===== src/rtl/dma_pkg.sv =====
package dma_pkg;
  typedef enum logic [2:0] {
    S_IDLE,
    S_FETCH,
    S_GAP,
    S_WAIT,
    S_MOVE
  } dma_state_e;

  localparam int unsigned WORD_BYTES = 4;
  localparam int unsigned DESC_WORDS = 3;
endpackage


===== src/rtl/dma_fsm.sv =====
module dma_fsm
  import dma_pkg::*;
(
  input  logic       clk,
  input  logic       rst_n,
  input  logic       start,
  input  logic       irq_clr,
  input  logic       bus_gnt,
  input  logic       dev_dreq,
  input  logic       cnt_zero,
  input  logic       last_word,
  output dma_state_e state,
  output logic [1:0] fld_idx,
  output logic       load_base,
  output logic       desc_we,
  output logic       word_done,
  output logic       irq,
  output logic       busy
);
  localparam logic [1:0] IDX_END = 2'(DESC_WORDS);

  logic desc_done;
  logic irq_set;

  assign load_base = (state == S_IDLE) && start;
  assign desc_we   = (state == S_FETCH) && bus_gnt;
  assign word_done = (state == S_MOVE) && bus_gnt;
  assign desc_done = (state == S_GAP) && (fld_idx == IDX_END);
  assign irq_set   = (desc_done && cnt_zero) || (word_done && last_word);
  assign busy      = (state != S_IDLE);

  always_ff @(posedge clk or negedge rst_n) begin
    if (!rst_n) begin
      state <= S_IDLE;
    end else begin
      case (state)
        S_IDLE:  if (start) state <= S_FETCH;
        S_FETCH: if (bus_gnt) state <= S_GAP;
        S_GAP: begin
          if (fld_idx == IDX_END) state <= cnt_zero ? S_IDLE : S_WAIT;
          else                    state <= S_FETCH;
        end
        S_WAIT:  if (dev_dreq) state <= S_MOVE;
        S_MOVE:  if (bus_gnt) state <= last_word ? S_IDLE : S_WAIT;
        default: state <= S_IDLE;
      endcase
    end
  end

  always_ff @(posedge clk or negedge rst_n) begin
    if (!rst_n)         fld_idx <= '0;
    else if (load_base) fld_idx <= '0;
    else if (desc_we)   fld_idx <= fld_idx + 2'd1;
  end

  always_ff @(posedge clk or negedge rst_n) begin
    if (!rst_n)       irq <= 1'b0;
    else if (irq_set) irq <= 1'b1;
    else if (irq_clr) irq <= 1'b0;
  end
endmodule


===== src/rtl/dma_xfer_regs.sv =====
module dma_xfer_regs
  import dma_pkg::*;
#(
  parameter int AW = 32,
  parameter int DW = 32
) (
  input  logic          clk,
  input  logic          rst_n,
  input  logic          load_base,
  input  logic [AW-1:0] base_ptr,
  input  logic          desc_we,
  input  logic [1:0]    fld_idx,
  input  logic [DW-1:0] rdata,
  input  logic          word_done,
  output logic [AW-1:0] fetch_addr,
  output logic [AW-1:0] src_addr,
  output logic [AW-1:0] dst_addr,
  output logic          cnt_zero,
  output logic          last_word
);
  localparam int CW = DW - 1;

  function automatic logic [AW-1:0] next_addr(input logic [AW-1:0] a);
    return a + AW'(WORD_BYTES);
  endfunction

  function automatic logic [CW-1:0] words_for(input logic [DW-1:0] nbytes);
    return CW'(nbytes[DW-1:2]) + CW'(|nbytes[1:0]);
  endfunction

  logic [AW-1:0] base_q;
  logic [CW-1:0] words_q;

  assign fetch_addr = base_q + AW'({fld_idx, 2'b00});
  assign cnt_zero   = (words_q == '0);
  assign last_word  = (words_q == CW'(1));

  always_ff @(posedge clk or negedge rst_n) begin
    if (!rst_n) begin
      base_q   <= '0;
      src_addr <= '0;
      dst_addr <= '0;
      words_q  <= '0;
    end else begin
      if (load_base) base_q <= base_ptr;
      if (desc_we) begin
        case (fld_idx)
          2'd0:    src_addr <= AW'(rdata);
          2'd1:    dst_addr <= AW'(rdata);
          default: words_q  <= words_for(rdata);
        endcase
      end else if (word_done) begin
        src_addr <= next_addr(src_addr);
        dst_addr <= next_addr(dst_addr);
        words_q  <= words_q - CW'(1);
      end
    end
  end
endmodule


===== src/rtl/dma_engine.sv =====
module dma_engine
  import dma_pkg::*;
#(
  parameter int AW = 32,
  parameter int DW = 32
) (
  input  logic          clk,
  input  logic          rst_n,
  input  logic          start,
  input  logic [AW-1:0] cmd_ptr,
  input  logic          irq_clr,
  output logic          busy,
  output logic          irq,
  output logic          bus_req,
  input  logic          bus_gnt,
  output logic [AW-1:0] bus_addr,
  output logic          bus_we,
  output logic [DW-1:0] bus_wdata,
  input  logic [DW-1:0] bus_rdata,
  input  logic          dev_dreq,
  output logic          dev_dack,
  output logic [AW-1:0] dev_addr,
  input  logic [DW-1:0] dev_data
);
  dma_state_e    state;
  logic [1:0]    fld_idx;
  logic          load_base;
  logic          desc_we;
  logic          word_done;
  logic          cnt_zero;
  logic          last_word;
  logic [AW-1:0] fetch_addr;
  logic [AW-1:0] src_addr;
  logic [AW-1:0] dst_addr;

  dma_fsm u_fsm (
    .clk       (clk),
    .rst_n     (rst_n),
    .start     (start),
    .irq_clr   (irq_clr),
    .bus_gnt   (bus_gnt),
    .dev_dreq  (dev_dreq),
    .cnt_zero  (cnt_zero),
    .last_word (last_word),
    .state     (state),
    .fld_idx   (fld_idx),
    .load_base (load_base),
    .desc_we   (desc_we),
    .word_done (word_done),
    .irq       (irq),
    .busy      (busy)
  );

  dma_xfer_regs #(.AW(AW), .DW(DW)) u_regs (
    .clk        (clk),
    .rst_n      (rst_n),
    .load_base  (load_base),
    .base_ptr   (cmd_ptr),
    .desc_we    (desc_we),
    .fld_idx    (fld_idx),
    .rdata      (bus_rdata),
    .word_done  (word_done),
    .fetch_addr (fetch_addr),
    .src_addr   (src_addr),
    .dst_addr   (dst_addr),
    .cnt_zero   (cnt_zero),
    .last_word  (last_word)
  );

  assign bus_req   = (state == S_FETCH) || (state == S_MOVE);
  assign bus_we    = (state == S_MOVE);
  assign bus_addr  = (state == S_FETCH) ? fetch_addr : dst_addr;
  assign bus_wdata = dev_data;
  assign dev_dack  = word_done;
  assign dev_addr  = src_addr;
endmodule


===== config.mk =====
export PLATFORM = sky130hd
export DESIGN_NAME = dma_engine
export DESIGN_NICKNAME = d
export VERILOG_FILES = /design/src/rtl/dma_pkg.sv /design/src/rtl/dma_fsm.sv /design/src/rtl/dma_xfer_regs.sv /design/src/rtl/dma_engine.sv
export SDC_FILE = /design/constraint.sdc
export NUM_CORES = 1
export LEC_CHECK = 0
export CAP_MARGIN = 20
export CORE_MARGIN = 5
export CORE_UTILIZATION = 56
export CTS_CLUSTER_DIAMETER = 30
export DETAILED_ROUTE_END_ITERATION = 7
export PLACE_DENSITY = 0.87
export SYNTH_ARGS = -nofsm -noshare
export SYNTH_HDL_FRONTEND = slang
export SYNTH_SLANG_ARGS = --single-unit

===== constraint.sdc =====
create_clock -name clk -period 5.8 [get_ports clk]
set_input_delay 1.16 -clock clk [delete_from_list [all_inputs] [get_ports clk]]
set_output_delay 1.16 -clock clk [all_outputs]
set_load 0.005 [all_outputs]

### After elaboration in Yosys (flattened, before gate mapping)

Cells that the tools add are included.

| storage, ports and cells | value |
|---|---|
| input bits | 102 |
| output and inout bits | 101 |
| flip-flop bits (word level) | 133 |
| logic and storage cells | 70 |

| cells by class | value |
|---|---|
| add/sub/neg operators | 6 |
| eq/ne operators | 14 |
| mux-type cells | 22 |
| reductions and logical operators | 21 |

Operators with widths:

| kind | number |
|---|---|
| $mux W32 | 7 |
| $mux W31 | 3 |
| $add A32 B3 Y32 const B | 2 |
| $add A32 B4 Y32 | 1 |
| $add A30 B1 Y31 | 1 |
| $eq A31 B1 Y1 const B | 1 |
| $logic_not A31 Y1 | 1 |
| $sub A31 B1 Y31 const B | 1 |
| $mux W3 | 5 |
| $pmux W3 S5 | 1 |
| $ne A2 B2 Y1 const B | 5 |
| $mux W2 | 4 |
| $eq A3 B2 Y1 const B | 2 |
| $logic_and A1 B1 Y1 | 6 |
| $reduce_and A2 Y1 | 3 |
| $reduce_bool A2 Y1 | 3 |
| $ne A2 B1 Y1 const B | 2 |
| $reduce_and A4 Y1 | 1 |
| $reduce_or A2 Y1 | 2 |
| $eq A3 B1 Y1 const B | 1 |
| $eq A3 B3 Y1 const B | 1 |
| $logic_not A3 Y1 | 1 |
| $reduce_bool A3 Y1 | 1 |
| $add A2 B1 Y2 const B | 1 |
| 5 further kinds | 7 |

### Logic depth before layout (Yosys ltp)

| depth | value |
|---|---|
| word-level depth | 5 |
| mapped depth | 10 |
| depth with buffers taken out | 8 |

### Cells and area by module

From an unflattened synthesis, not the netlist that was laid out.

| second synthesis, totals | value |
|---|---|
| cell total of the unflattened synthesis | 1,067 |
| area, all modules | 9,525.4 µm² |

By module, submodules not included:

| module | area each (µm²) | seq. area each (µm²) | cells each | instances |
|---|---|---|---|---|
| dma_xfer_regs | 8,400.6 | 3,178.0 | 954 | 1 |
| dma_engine | 673.1 | 0.0 | 71 | 1 |
| dma_fsm | 451.7 | 150.1 | 42 | 1 |

### Worst setup path before layout

Ideal clock, no wire load.

| timing path | value |
|---|---|
| path kind | reg-to-output |
| start | register u_fsm.fld_idx[0] |
| end | output bus_addr[26] |
| slack | 2.152 ns |
| arrival | 2.488 ns |
| buffers on the path | 0 |
| stages on the path, launching flop included | 9 |
| path through | dfrtp_1 ha_1 inv_1 fa_1 nand3b_1 nor4_1 nand4_1 xor2_1 a21oi_1 |

| on the way | value |
|---|---|
| longest elaborated chain between the ends | 2 |

RTL lines:

| item | line | RTL |
|---|---|---|
| start: declaration | dma_fsm.sv:13 | `output logic [1:0] fld_idx,` |
| start signal: assignment | dma_fsm.sv:53 | `else if (desc_we) fld_idx <= fld_idx + 2'd1;` |
| $add A32 B4 Y32 | dma_xfer_regs.sv:34 | `assign fetch_addr = base_q + AW'({fld_idx, 2'b00});` |
| $mux W32 | dma_engine.sv:72 | `assign bus_addr = (state == S_FETCH) ? fetch_addr : dst_addr;` |
| end: declaration | dma_engine.sv:16 | `output logic [AW-1:0] bus_addr,` |

No other way between the ends.

### Worst setup path in the final report

| timing path | value |
|---|---|
| start | register u_fsm.fld_idx[0] |
| end | output bus_addr[20] |

Same word-level chain as after synthesis.

==> impl_metrics.ini <==
[clocking]
cts_tree = yes
post_cts_resized = 0
postCtsHoldBufs = 0
clk_path_buf_depth = 2
cts.sinks = 133
h-tree-depth = 4
clk_pin_slew_ns = 0.06
cts_setup_buffers = 0
clock_latency_ns = 0.43
clock_tree.root_cell = clkbuf_16
cts_buffers = 17

[pwr]
p_int_uw = 3300
seqPwrFrac_pct = 34.2
vdd_drop_max_uv = 379
design_power_total_uw = 5560
combPwrFrac_pct = 45.8
power_frac_clock_pct = 20.0
power.density_nw_per_um2 = 502
p_leak_uw = 0.00417
p_sw_share_pct = 40.7
switching_power_uw = 2260

[detailed_routing]
totalWireLength_um = 29100
first_iter_violations = 1258
drc = 0
viasPerCell = 6.79
wl_per_cell_um = 20.9
drtAntennaViolNets = 0
vias = 9466
dr.pass1.iters = 8

[logic_synthesis]
ys_warn_count = 0
yosys.area.top_type_share_pct = 36.3
netlist_area_um2 = 9170
synth-main-ff-cell = dfrtp_1
avgSynthCellArea_um2 = 8.36
ys_seq_area_share_pct = 36.3
syn-num-nets = 1211
yosysTopAreaCell = dfrtp_1
ys_seq_elements = 133
synth_edf_count = 0
yosys-top-cells-area = dfrtp_1 36%, a21oi_1 5.1%, mux2_2 4.4%, nand2_1 4.1%, nor2_1 3.8%
synth_cell_type_count = 76
synth_async_sr_flop_share_pct = 100
synthCells = 1097

[layout]
drive_gt1_share_pct = 8.14
antennaDiodeCount = 0
layout.nets = 1281
syn2layout_area_growth_pct = 20.7
fill_cells = 1271

[floorplan]
dieArea_um2 = 19000
ios = 203
die_w_um = 138
initial_core_util_pct = 57.3
row_count = 46
core_um2 = 16000
die_h_um = 138

[placement]
post-dp-hpwl_um = 20200
io_buffers = 138
finalWeightedCongestion = 0.965

[timing]
hold_viol = 0
setup_viol = 0
drv_slew = 0
relSlewSlack_pct = 32.1
fmaxAchievable_ghz = 0.222
clock_skew_ns = 0.0116
whs_ns = 0.502
fin_crit_ns = 4.50
worst_slew_pin_slew_ns = 1.02
min_period_over_period_pct = 77.6
final.setup.tns_ns = 0
rsz0062_at_grt = no

[global_routing]
grt_antenna_before_repair = 0
overflow = 0
grt_util_all_layers_pct = 30.8
grt_pass1_wl_um = 46000
grt_pass1_vias = 8872
grt_max_degree = 93

[setup_path]
worstSetupStartpointType = flip-flop
critPathRequiredTime_ns = 4.64
critPathKind = reg2out
crit_arrival_ns = 3.34
cp_max_fo = 7
worst_setup_path_end_kind = primary output

[job]
drv_cap = 0

[status]
status = finished clean

[hold_path]
min-delay-path-class = reg2reg
[metrics by stage]
stage | util (%) | std cells | setup slack [ns] | cell area [µm²]
2_1_floorplan | - | 1097 | 2.15 | 9170
3_3_place_gp | 65.4 | 1363 | 1.74 | 10500
3_5_place_dp | 65.4 | 1363 | 1.65 | 10500
4_1_cts | 69.1 | 1394 | 1.33 | 11100
5_1_grt | 69.2 | 1395 | 1.11 | 11100
6_report | 69.2 | 1395 | 1.30 | 11100
[registers in the layout (all words and copies together) (netlist names)]
signal,count
u_regs.words_q,31
u_fsm.state,3
u_regs.src_addr,32
u_fsm.irq,1
u_regs.base_q,32
u_regs.dst_addr,32
u_fsm.fld_idx,2
[cells by family (layout without fill, tap and decap cells)]
logic type	after synthesis	count (layout)	synth area share (%)
xor gates and xnor gates	53	53	5.06
adders and majority gates	12	12	1.72
muxes	39	39	4.75
DFF	133	133	36.3
and+or+nand+nor	441	441	24.7
buffers and inverters	121	203	6.38
AOI/OAI and AO/OA	298	298	21.1
[cell type report]
cell class | instances | area, µm² | share of cell area [%]
sequential | 133 | 3330 | 30.1
clock inverter | 8 | 124 | 1.12
multi-input combinational | 843 | 5310 | 47.9
clock buffer | 23 | 468 | 4.23
timing repair buffer | 152 | 1500 | 13.5
tap | 216 | 270 | 2.44
inverter | 20 | 75.1 | 0.678
[Yosys cell counts (4+ instances only)]
cell / count
nand3_1: 69
and3_1: 23
buf_4: 32
nand2_1: 99
inv_1: 19
nor4_1: 20
buf_1: 6
ha_1: 11
o311ai_0: 5
and4_1: 11
o31ai_1: 4
clkbuf_1: 59
nor2_1: 93
or4_1: 5
o22a_1: 12
a221o_1: 6
or3_1: 9
o22ai_1: 18
o211ai_1: 18
xor2_1: 31
a21oi_1: 94
xnor2_1: 22
and2_1: 8
a22o_1: 7
a31oi_1: 16
o21ai_0: 56
a41oi_1: 5
mux2_2: 36
a21o_1: 6
dfrtp_1: 133
nand2b_1: 6
nand4_1: 37
a211oi_1: 5
a2bb2oi_1: 8
nor3_1: 34
[critical path, cell delays in order (launching register included)]
cell	delay, ns
dfrtp_1	0.43
ha_1	0.20
inv_1	0.05
fa_1	0.41
nand3b_1	0.27
nor4_1	0.31
buf_4	0.21
nand3_1	0.11
xor2_1	0.18
a21oi_1	0.19
clkdlybuf4s50_1	0.54
[per-layer routing]
layer / wire (µm) / vias up / share of wire (%) / track usage [%]
met5: 0 / - / 0 / 0
met2: 13600 / 630 / 47 / 48.5
met3: 3190 / 120 / 11 / 7.87
met1: 11200 / 4512 / 38 / 40.0
li1: - / 4204 / - / -
met4: 1200 / 0 / 4.1 / 13.7
[cell usage in the layout (no fill, tap or decap), types with 7 or more instances in the layout]
cell / n
buf_4: 13
a21oi_1: 93
xor2_1: 31
nor2_1: 91
xnor2_1: 22
clkdlybuf4s50_1: 137
nand3_1: 69
o22a_1: 12
a2bb2oi_1: 8
o211ai_1: 18
and2_1: 8
dfrtp_1: 133
inv_1: 19
nand2_1: 99
nor4_1: 20
mux2_2: 36
nor3_1: 34
and4_1: 11
nand4_1: 37
clkbuf_16: 17
o22ai_1: 18
a31oi_1: 16
ha_1: 11
and3_1: 23
a22o_1: 7
o21ai_0: 56
or3_1: 9
[worst paths after layout]
path / start / end / slack, ns / depth (start not counted)
max: u_fsm.fld_idx[0] / bus_addr[20] / 1.30 / 10
min: u_regs.words_q[11] / u_regs.words_q[11] / 0.50 / 1
max reg2reg: u_fsm.state[1] / u_regs.dst_addr[13] / 2.87 / 5
min reg2reg: u_regs.words_q[11] / u_regs.words_q[11] / 0.50 / 1
max in group asynchronous: rst_n / u_fsm.fld_idx[1] / 3.81 / 2
min in group asynchronous: rst_n / u_regs.words_q[6] / 0.81 / 1
[power groups by stage]
stage / Clock [µW] / Sequential [µW] / Combinational [µW]
2_1_floorplan: 0 / 1710 / 1510
3_3_place_gp: 0 / 1860 / 2410
3_5_place_dp: 0 / 1880 / 2480
4_1_cts: 1120 / 1870 / 2520
5_1_grt: 1160 / 1960 / 2770
6_report: 1110 / 1900 / 2550
No activity file was read; power rests on OpenSTA's default activity.
